<file path="src/rtl/dmacc_pkg.sv">
package dmacc_pkg;

    typedef enum logic [2:0] {
        CH_IDLE,
        CH_RUN,
        CH_PAUSE,
        CH_STOPPING,
        CH_STOPPED,
        CH_DISABLING,
        CH_DONE,
        CH_ERROR
    } ch_state_e;

    // command word bit positions (software-visible encoding)
    localparam int NUM_CMDS    = 6;
    localparam int CMD_ENABLE  = 0;
    localparam int CMD_CLEAR   = 1;
    localparam int CMD_DISABLE = 2;
    localparam int CMD_STOP    = 3;
    localparam int CMD_PAUSE   = 4;
    localparam int CMD_RESUME  = 5;

    // ranking, highest first
    localparam int CMD_RANK [NUM_CMDS] = '{CMD_CLEAR, CMD_DISABLE, CMD_STOP,
                                           CMD_PAUSE, CMD_RESUME, CMD_ENABLE};

    // register offsets
    localparam int OFF_CMD    = 'h00;
    localparam int OFF_STATUS = 'h04;
    localparam int OFF_IEN    = 'h08;
    localparam int OFF_CAUSE  = 'h90;

    // interrupt sources
    localparam int NUM_IRQ_SRC = 2;
    localparam int IRQ_DONE    = 0;
    localparam int IRQ_ERR     = 1;

    // status word level bits
    localparam int STB_DONE    = 16;
    localparam int STB_ERROR   = 17;
    localparam int STB_IDLE    = 18;
    localparam int STB_STOPPED = 19;
    localparam int STB_PAUSED  = 20;
    localparam int STB_RWAIT   = 21;

    // cause field
    localparam int NUM_CAUSES = 3;
    localparam int CAUSE_LSB  = 16;

endpackage

</file>
<file path="src/rtl/dmacc_cmd_dec.sv">
module dmacc_cmd_dec
    import dmacc_pkg::*;
#(
    parameter int DATA_W = 32,
    parameter int ADDR_W = 8
) (
    input  logic              wr_en,
    input  logic [ADDR_W-1:0] wr_addr,
    input  logic [DATA_W-1:0] wr_data,
    output logic [NUM_CMDS-1:0] cmd_sel
);

    logic cmd_wr;
    logic hit;

    assign cmd_wr = wr_en && (wr_addr == ADDR_W'(OFF_CMD));

    // keep only the highest-ranked command bit of the write
    always_comb begin
        cmd_sel = '0;
        hit     = 1'b0;
        for (int k = 0; k < NUM_CMDS; k++) begin
            if (cmd_wr && !hit && wr_data[CMD_RANK[k]]) begin
                cmd_sel[CMD_RANK[k]] = 1'b1;
                hit = 1'b1;
            end
        end
    end

endmodule

</file>
<file path="src/rtl/dmacc_fsm.sv">
module dmacc_fsm
    import dmacc_pkg::*;
(
    input  logic                clk,
    input  logic                rst_n,
    input  logic [NUM_CMDS-1:0] cmd_sel,
    input  logic                eng_busy,
    input  logic                eng_done,
    input  logic                eng_err,
    output ch_state_e           st_q,
    output logic                acc_done,
    output logic                acc_err,
    output logic                acc_enable,
    output logic                eng_go
);

    ch_state_e st_d;
    logic      live;
    logic      draining;

    assign live     = (st_q == CH_RUN) || (st_q == CH_PAUSE);
    assign draining = (st_q == CH_STOPPING) || (st_q == CH_DISABLING);

    always_comb begin
        st_d = st_q;
        if (cmd_sel[CMD_CLEAR]) begin
            st_d = CH_IDLE;                                   // wipe
        end else if ((live || draining) && eng_err) begin
            st_d = CH_ERROR;                                  // fault
        end else if (live && eng_done) begin
            st_d = CH_DONE;                                   // finish
        end else begin
            unique case (st_q)
                CH_IDLE, CH_DONE, CH_STOPPED, CH_ERROR: begin
                    if (cmd_sel[CMD_DISABLE])
                        st_d = CH_IDLE;                       // shut
                    else if (cmd_sel[CMD_ENABLE])
                        st_d = CH_RUN;                        // start
                end
                CH_RUN, CH_PAUSE: begin
                    if (cmd_sel[CMD_DISABLE])
                        st_d = eng_busy ? CH_DISABLING : CH_IDLE;
                    else if (cmd_sel[CMD_STOP])
                        st_d = eng_busy ? CH_STOPPING : CH_STOPPED;
                    else if (cmd_sel[CMD_PAUSE] && st_q == CH_RUN)
                        st_d = CH_PAUSE;                      // suspend
                    else if (cmd_sel[CMD_RESUME] && st_q == CH_PAUSE)
                        st_d = CH_RUN;                        // continue
                end
                CH_STOPPING: begin
                    if (!eng_busy) st_d = CH_STOPPED;         // drain-stop
                end
                CH_DISABLING: begin
                    if (!eng_busy) st_d = CH_IDLE;            // drain-shut
                end
                default: st_d = CH_IDLE;
            endcase
        end
    end

    always_ff @(posedge clk or negedge rst_n) begin
        if (!rst_n) st_q <= CH_IDLE;
        else        st_q <= st_d;
    end

    always_comb begin
        acc_done   = (st_d == CH_DONE)  && (st_q != CH_DONE);
        acc_err    = (st_d == CH_ERROR) && (st_q != CH_ERROR);
        acc_enable = (st_d == CH_RUN) && !live;
        eng_go     = (st_q == CH_RUN);
    end

endmodule

</file>
<file path="src/rtl/dmacc_regs.sv">
module dmacc_regs
    import dmacc_pkg::*;
#(
    parameter int DATA_W = 32,
    parameter int ADDR_W = 8
) (
    input  logic                  clk,
    input  logic                  rst_n,
    input  logic                  wr_en,
    input  logic [ADDR_W-1:0]     wr_addr,
    input  logic [DATA_W-1:0]     wr_data,
    input  logic [ADDR_W-1:0]     rd_addr,
    output logic [DATA_W-1:0]     rd_data,
    input  ch_state_e             st_q,
    input  logic                  do_clear,
    input  logic                  acc_done,
    input  logic                  acc_err,
    input  logic                  acc_enable,
    input  logic                  eng_busy,
    input  logic [NUM_CAUSES-1:0] eng_err_cause,
    output logic [NUM_IRQ_SRC-1:0] intr_q,
    output logic [NUM_IRQ_SRC-1:0] ien_q,
    output logic                  eng_start,
    output logic                  irq
);

    logic [NUM_CAUSES-1:0]  cause_q;
    logic [NUM_IRQ_SRC-1:0] set_v;
    logic                   w1c_wr;
    logic                   ien_wr;
    logic [DATA_W-1:0]      status_word;
    logic [DATA_W-1:0]      cause_word;
    logic [DATA_W-1:0]      ien_word;

    assign w1c_wr = wr_en && (wr_addr == ADDR_W'(OFF_STATUS));
    assign ien_wr = wr_en && (wr_addr == ADDR_W'(OFF_IEN));

    always_comb begin
        set_v           = '0;
        set_v[IRQ_DONE] = acc_done;
        set_v[IRQ_ERR]  = acc_err;
    end

    always_ff @(posedge clk or negedge rst_n) begin
        if (!rst_n) begin
            intr_q <= '0;
        end else begin
            for (int i = 0; i < NUM_IRQ_SRC; i++) begin
                if (do_clear)                    intr_q[i] <= 1'b0;
                else if (set_v[i])               intr_q[i] <= 1'b1;
                else if (w1c_wr && wr_data[i])   intr_q[i] <= 1'b0;
            end
        end
    end

    always_ff @(posedge clk or negedge rst_n) begin
        if (!rst_n)        ien_q <= '0;
        else if (do_clear) ien_q <= '0;
        else if (ien_wr)   ien_q <= wr_data[NUM_IRQ_SRC-1:0];
    end

    always_ff @(posedge clk or negedge rst_n) begin
        if (!rst_n)                       cause_q <= '0;
        else if (do_clear || acc_enable)  cause_q <= '0;
        else if (acc_err)                 cause_q <= cause_q | eng_err_cause;
    end

    always_ff @(posedge clk or negedge rst_n) begin
        if (!rst_n) eng_start <= 1'b0;
        else        eng_start <= acc_enable;
    end

    assign irq = |(intr_q & ien_q);

    // read words
    always_comb begin
        status_word                          = '0;
        status_word[NUM_IRQ_SRC-1:0]         = intr_q;
        status_word[STB_DONE]                = (st_q == CH_DONE);
        status_word[STB_ERROR]               = (st_q == CH_ERROR);
        status_word[STB_IDLE]                = (st_q == CH_IDLE);
        status_word[STB_STOPPED]             = (st_q == CH_STOPPED);
        status_word[STB_PAUSED]              = (st_q == CH_PAUSE) && !eng_busy;
        status_word[STB_RWAIT]               = (st_q == CH_PAUSE);
        cause_word                           = '0;
        cause_word[CAUSE_LSB +: NUM_CAUSES]  = cause_q;
        ien_word                             = '0;
        ien_word[NUM_IRQ_SRC-1:0]            = ien_q;
    end

    always_comb begin
        if (rd_addr == ADDR_W'(OFF_STATUS))      rd_data = status_word;
        else if (rd_addr == ADDR_W'(OFF_IEN))    rd_data = ien_word;
        else if (rd_addr == ADDR_W'(OFF_CAUSE))  rd_data = cause_word;
        else                                     rd_data = '0;
    end

endmodule

</file>
<file path="src/rtl/dma_chan_ctl.sv">
module dma_chan_ctl
    import dmacc_pkg::*;
#(
    parameter int DATA_W = 32,
    parameter int ADDR_W = 8
) (
    input  logic                  clk,
    input  logic                  rst_n,
    input  logic                  wr_en,
    input  logic [ADDR_W-1:0]     wr_addr,
    input  logic [DATA_W-1:0]     wr_data,
    input  logic [ADDR_W-1:0]     rd_addr,
    output logic [DATA_W-1:0]     rd_data,
    input  logic                  eng_busy,
    input  logic                  eng_done,
    input  logic                  eng_err,
    input  logic [NUM_CAUSES-1:0] eng_err_cause,
    output logic                  eng_go,
    output logic                  eng_start,
    output logic                  irq
);

    logic [NUM_CMDS-1:0]    cmd_sel;
    ch_state_e              st_q;
    logic                   acc_done;
    logic                   acc_err;
    logic                   acc_enable;
    logic [NUM_IRQ_SRC-1:0] intr_q;
    logic [NUM_IRQ_SRC-1:0] ien_q;

    dmacc_cmd_dec #(.DATA_W(DATA_W), .ADDR_W(ADDR_W)) u_dec (
        .wr_en   (wr_en),
        .wr_addr (wr_addr),
        .wr_data (wr_data),
        .cmd_sel (cmd_sel)
    );

    dmacc_fsm u_fsm (
        .clk        (clk),
        .rst_n      (rst_n),
        .cmd_sel    (cmd_sel),
        .eng_busy   (eng_busy),
        .eng_done   (eng_done),
        .eng_err    (eng_err),
        .st_q       (st_q),
        .acc_done   (acc_done),
        .acc_err    (acc_err),
        .acc_enable (acc_enable),
        .eng_go     (eng_go)
    );

    dmacc_regs #(.DATA_W(DATA_W), .ADDR_W(ADDR_W)) u_regs (
        .clk           (clk),
        .rst_n         (rst_n),
        .wr_en         (wr_en),
        .wr_addr       (wr_addr),
        .wr_data       (wr_data),
        .rd_addr       (rd_addr),
        .rd_data       (rd_data),
        .st_q          (st_q),
        .do_clear      (cmd_sel[CMD_CLEAR]),
        .acc_done      (acc_done),
        .acc_err       (acc_err),
        .acc_enable    (acc_enable),
        .eng_busy      (eng_busy),
        .eng_err_cause (eng_err_cause),
        .intr_q        (intr_q),
        .ien_q         (ien_q),
        .eng_start     (eng_start),
        .irq           (irq)
    );

endmodule

</file>
<file path="config.mk">
export PLATFORM = sky130hd
export DESIGN_NAME = dma_chan_ctl
export DESIGN_NICKNAME = d
export VERILOG_FILES = /design/src/rtl/dmacc_pkg.sv /design/src/rtl/dmacc_cmd_dec.sv /design/src/rtl/dmacc_fsm.sv /design/src/rtl/dmacc_regs.sv /design/src/rtl/dma_chan_ctl.sv
export SDC_FILE = /design/constraint.sdc
export NUM_CORES = 1
export LEC_CHECK = 0
export BUFFER_PORTS_ARGS = -buffer_cell sky130_fd_sc_hd__buf_2
export CAP_MARGIN = 40
export CELL_PAD_IN_SITES_DETAIL_PLACEMENT = 0
export CELL_PAD_IN_SITES_GLOBAL_PLACEMENT = 1
export CORE_MARGIN = 3
export CORE_UTILIZATION = 29
export DETAILED_ROUTE_END_ITERATION = 8
export PLACE_DENSITY_LB_ADDON = 0.1
export SYNTH_ARGS = -nofsm -noshare
export SYNTH_HDL_FRONTEND = slang
export SYNTH_SLANG_ARGS = --single-unit
export TNS_END_PERCENT = 10
</file>
<file path="constraint.sdc">
create_clock -name clk -period 4.8 [get_ports clk]
set_input_delay 0 -clock clk [delete_from_list [all_inputs] [get_ports clk]]
set_output_delay 0 -clock clk [all_outputs]
set_load 0.01 [all_outputs]
</file>
* After elaboration in Yosys (flattened, before gate mapping) *
Cells that the tools add are included.

storage, ports and cells
  flip-flop bits (word level) = 11
  bits in latches = 0
  bits in writable memories = 0
  memory bits (read-only) = 0
  logic and storage cells = 106
  memories = 0

cells by class
  add/subtract/negate cells = 0
  $mul = 0
  divide/modulo/power cells = 0
  order comparisons = 0
  eq/ne operators = 17
  shift operators = 0
  mux-type cells = 37
  bitwise gates (word level) = 2
  reductions and logical operators = 44

operator list
  cell                                            number
  2-to-1 mux 3 bit                                15
  2-to-1 mux 19 bit                               2
  logical AND 1 bit                               24
  2-to-1 mux 22 bit                               1
  == test 3 bit (second input constant)           6
  == test 8 x 3 -> 1 bit (second input constant)  2
  == test 8 x 4 -> 1 bit (second input constant)  2
  2-to-1 mux 1 bit                                16
  one-hot mux 3 bit (4 select lines)              1
  == test 8 bit (second input constant)           1
  zero test 8 bit                                 1
  zero test 1 bit                                 7
  == test 3 x 1 -> 1 bit (second input constant)  2
  == test 3 x 2 -> 1 bit (second input constant)  2
  != test 3 bit (second input constant)           2
  nonzero test 3 bit                              2
  logical OR 1 bit                                4
  2-to-1 mux 2 bit                                2
  nonzero test 2 bit                              2
  OR reduction 2 bit                              2
  OR reduction 4 bit                              1
  zero test 3 bit                                 1
  bitwise OR 3 bit                                1
  bitwise AND 2 bit                               1

* Depth between registers and ports, before layout *
  depth after elaboration = 34
  depth in mapped cells = 8
  gate-level depth less buffers = 7

* By module *
A second synthesis with hierarchy kept.

second synthesis, totals
  cell total of the unflattened synthesis = 159
  area, all modules = 1323.8 sq um

modules (own cells, without submodules)
  module         times used  cells each  area each (sq um)  sequential area each (sq um)
  dmacc_regs     1           79          705.7              200.2
  dmacc_fsm      1           64          499.2              75.1
  dmacc_cmd_dec  1           16          118.9              0.0

* Worst setup path after synthesis *
Ideal clock, no wire load.

  path type = flip-flop to flip-flop
  start point = register u_fsm.st_q[0]
  end point = register u_regs.cause_q[0]
  library setup time = 0.121 ns
  arrival time = 1.797 ns
  data required time = 4.679 ns
  setup slack = 2.882 ns
  stages on the path, launching flop included = 8
  path buffers = 0
  period minus slack after synthesis = 1.918 ns
  cell sequence = dfrtp_1 -> nor4_2 -> a31o_1 -> a21oi_2 -> or4b_4 -> nand2_4 -> a31o_2 -> nor2_1

between the ends
  word-level cells in the longest chain between the ends = 14
  elaborated cells on any way between the ends = 38
  those cells by class = eq/ne: 10; mux: 13; reduce/logical: 15

ends and longest elaborated chain
  what                                                    line                                               text
  from (decl)                                             dmacc_fsm.sv:10                                    output ch_state_e st_q,
  from (signal assigned)                                  dmacc_fsm.sv:63                                    else st_q <= st_d;
  == test 3 x 2 -> 1 bit                                  dmacc_fsm.sv:21, dmacc_fsm.sv:33, dmacc_fsm.sv:47
  logical AND 1 bit                                       dmacc_fsm.sv:47                                    else if (cmd_sel[CMD_RESUME] && st_q == CH_PAUSE)
  2-to-1 mux 3 bit                                        dmacc_fsm.sv:47
  2-to-1 mux 3 bit                                        dmacc_fsm.sv:45                                    else if (cmd_sel[CMD_PAUSE] && st_q == CH_RUN)
  2-to-1 mux 3 bit                                        dmacc_fsm.sv:43                                    else if (cmd_sel[CMD_STOP])
  2-to-1 mux 3 bit                                        dmacc_fsm.sv:41                                    if (cmd_sel[CMD_DISABLE])
  one-hot mux 3 bit (4 select lines)                      dmacc_fsm.sv:33                                    unique case (st_q)
  2-to-1 mux 3 bit                                        dmacc_fsm.sv:30                                    end else if (live && eng_done) begin
  2-to-1 mux 3 bit                                        dmacc_fsm.sv:28                                    end else if ((live || draining) && eng_err) begin
  2-to-1 mux 3 bit                                        dmacc_fsm.sv:26                                    if (cmd_sel[CMD_CLEAR]) begin
  == test 3 x 1 -> 1 bit                                  dmacc_fsm.sv:69                                    acc_enable = (st_d == CH_RUN) && !live;
  logical AND 1 bit                                       dmacc_fsm.sv:69
  logical OR 1 bit                                        dmacc_regs.sv:64                                   else if (do_clear || acc_enable) cause_q <= '0;
  2-to-1 mux 3 bit or nonzero test 2 bit (tied branches)  -
  to (signal assigned)                                    dmacc_regs.sv:65                                   else if (acc_err) cause_q <= cause_q | eng_err_cause;
  to (decl)                                               dmacc_regs.sv:27                                   logic [NUM_CAUSES-1:0] cause_q;

Several ways; a longest one is shown, not always the timed one.
A chain may end at the register's enable or synchronous reset.

* Final worst setup path *
  start point = register u_fsm.st_q[0]
  end point = register u_regs.cause_q[1]

Same word-level chain as after synthesis.

==> results.py <==
metrics = {
    "detailed_routing": {
        "wl_mm": 3.35,
        "drcViolationCount": 0,
        "drt_iter0_markers": 56,
        "wire_per_inst_um": 13.3,
        "num_vias": 1254,
        "dr.pass1.iters": 4,
        "via_per_inst": 4.98,
        "ant_nets": 0,
    },
    "clock_network": {
        "cts_made_buffers": 3,
        "cts_max_path_buffers": 2,
        "cts_tree": "done",
        "htree_levels": 1,
        "clockRootBuffer": "clkbuf_8",
        "cts.clk_slew.worst_paths_ns": 0.05,
        "worstSkewPairLatency_ns": 0.24,
        "cts_num_sinks": 11,
    },
    "global_route": {
        "antenna_found_initial": 0,
        "track_usage_pct": 13.2,
        "first_global_vias": 1251,
        "grt_pass1_wl_mm": 5.55,
        "grt_max_degree": 18,
        "grt_overflow": 0,
    },
    "final_layout": {
        "finalNonFillerCells": 252,
        "area_growth_pct": 16.7,
        "fin_util_pct": 36.0,
        "fillers": 451,
        "num_antenna_cells": 0,
        "multi_input_area_um2": 855,
        "seqCellArea_um2": 275,
        "finalNetCount": 260,
        "final_layout_size_suffix_gt1_share_pct": 29.7,
    },
    "critical_path": {
        "worstPathRequired_ns": 4.97,
        "worst_path_largest_cell_delay_ns": 0.63,
        "cpMaxStageDelayCell": "dfrtp_1",
        "critPathKind": "register to register",
        "cp.arrival_ns": 2.42,
        "cp.buffers_inverters": 0,
        "cpLargestDelayFamily": "compound AO/OA/AOI/OAI gates",
        "crit_path_cell_trace": "or2b_2, a21oi_2, nand2_1, o31a_1, and3_2, a31o_2, nor2_1",
        "crit_fanout": 13,
        "cp-end-kind": "register",
        "critPathLaunchType": "register",
    },
    "floorplanning": {
        "io_pins": 92,
        "num_rows": 23,
        "coreArea_um2": 4090,
        "dieWidth_um": 71.9,
        "start_util_pct": 30.9,
        "die_h_um": 71.9,
        "dieArea_um2": 5180,
    },
    "synthesis": {
        "synth_warnings": 0,
        "synth-simple-area-share_pct": 36.7,
        "synth_top_area_share_pct": 21.8,
        "ys.flop_type": "dfrtp_1",
        "synth_area_leaders": "dfrtp_1, buf_4, nand2_1, nor2_1, nand3_1",
        "synth_cell_types": 52,
        "synth_xor_area_share_pct": 0,
        "synth_top_family_by_area": "simple AND/OR/NAND/NOR gates",
        "async_flop_share_pct": 100,
        "postSynthCellCount": 160,
        "synth-seq-area-share_pct": 21.8,
        "avgSynthCellArea_um2": 7.88,
        "synth_top_cell_by_area": "dfrtp_1",
        "ys_ff_latch": 11,
        "synth_common_cells": "buf_4, nand2_1, nor2_1",
        "netlist_area_um2": 1260,
        "synth-compound-area-share_pct": 22.3,
        "muxShareOfSynthArea_pct": 1.59,
        "synth-edff-count": 0,
        "yosysMostFrequentCell": "buf_4",
        "synth_fa_ha_area_share_pct": 0,
    },
    "placed_design": {
        "hpwl_mm": 2.72,
        "gp_congestion": 0.773,
        "placedCellCount": 247,
        "io_buffers": 41,
    },
    "sta": {
        "slew_violations": 0,
        "holdWs_ns": 0.0541,
        "tightestPinTransition_ns": 0.770,
        "setup_viol": 0,
        "max_slew_margin_pct": 48.3,
        "finalClockSkew_ns": 0.000495,
        "tns_ns": 0,
        "finalHoldViolations": 0,
        "fmax_mhz": 444,
        "finalCritPeriodShare_pct": 46.9,
        "finalWorstPathRequiredPeriod_ns": 2.25,
        "rsz0062_at_grt": "false",
    },
    "power_and_ir_drop": {
        "p_leak_nw": 0.689,
        "vdd_drop_max_uv": 169,
        "finalPower_uw": 601,
        "powerDensity_nw_per_um2": 408,
    },
    "hold_path": {
        "hp-class": "input pin to register",
    },
    "job": {
        "maxCapViolations": 0,
    },
    "outcome": {
        "status": "complete, no violations",
    },
}
## cell families (layout without fill, tap and decap cells)
family / Yosys count / count (layout)
multiplexers: 2 / 2
AND/OR/NAND/NOR: 77 / 77
AO/OA/AOI/OAI: 37 / 37
buffers and inverters: 32 / 51
flip-flops: 11 / 11
other: 1 / 24
## layout by cell type, fill, tap and decap left out, types with 2 or more instances in the layout
cell,n
dfrtp_1,11
a22oi_1,2
buf_2,41
inv_1,5
and3_2,2
nand2_1,17
conb_1,24
nor2_1,15
clkbuf_8,3
a21oi_2,2
o211ai_1,3
a21oi_1,3
nand3_1,10
nand4_1,2
nor4_1,2
mux2i_1,2
o21ai_0,5
a41oi_1,4
nor4_4,2
and2b_2,2
nor2b_1,3
a32o_1,3
nand2b_1,5
nor3_1,3
o31ai_1,2
o21a_1,2
## layout make-up
class | instances | share of cell area (%)
tap | 50 | 4.25
timing repair buffer | 42 | 14.6
inverter | 5 | 1.28
sequential | 11 | 18.7
multi-input combinational | 140 | 58.1
clock buffer | 4 | 3.06
## power by group
part           total, mW  internal (mW)  switching (mW)  leakage (nW)
Clock             0.0937         0.0584          0.0353        0.0228
Combinational      0.318          0.135           0.183         0.539
Sequential         0.189          0.124          0.0646         0.127
## path summary, 6_finish.rpt
kind / start / end / slack, ns / cells past startpoint
worst max-delay path: u_fsm.st_q[0]$_DFF_PN0_ / u_regs.cause_q[1]$_DFFE_PN0P_ / 2.55 / 7
worst min-delay path: wr_addr[3] / u_regs.ien_q[1]$_DFFE_PN0P_ / 0.05 / 3
worst max register to register: u_fsm.st_q[0]$_DFF_PN0_ / u_regs.cause_q[1]$_DFFE_PN0P_ / 2.55 / 7
worst min register to register: u_regs.cause_q[2]$_DFFE_PN0P_ / u_regs.cause_q[2]$_DFFE_PN0P_ / 0.51 / 2
max in group asynchronous: rst_n / u_fsm.st_q[0]$_DFF_PN0_ / 4.43 / 2
min in group asynchronous: rst_n / u_regs.cause_q[1]$_DFFE_PN0P_ / 0.16 / 2
## worst min-delay path, cell delays in order
cell and delay, ns:
buf_2 0.14, nand3_1 0.07, nand2_1 0.04
## flip-flops by register name, summed over array words and instances (netlist names)
name and cells:
u_fsm.st_q 3, u_regs.cause_q 3, u_regs.eng_start 1, u_regs.ien_q 2, u_regs.intr_q 2
## what timing repair did
item                      in CTS  in global routing
hold buffers                   1                  0
gates resized for setup        0                  0
hold endpoints to repair      11                  0
setup buffers                  0                  0
## through the flow
step                setup WS, ns  cell area (µm²)
floorplan                   2.88             1350
global placement            2.56             1420
detailed placement          2.58             1420
CTS                         2.56             1470
global route                2.44             1470
finish                      2.55             1470
## routing by layer
metal / part of all wire (%) / track usage (%) / up-vias / wire length, µm
met1: 46 / 16.8 / 576 / 1540
met4: 0.42 / 2.51 / 0 / 14
met5: 0 / 0 / - / 0
met2: 47 / 23.2 / 45 / 1570
li1: - / - / 631 / -
met3: 6.7 / 2.77 / 2 / 223
(Power assumes the default switching activity.)
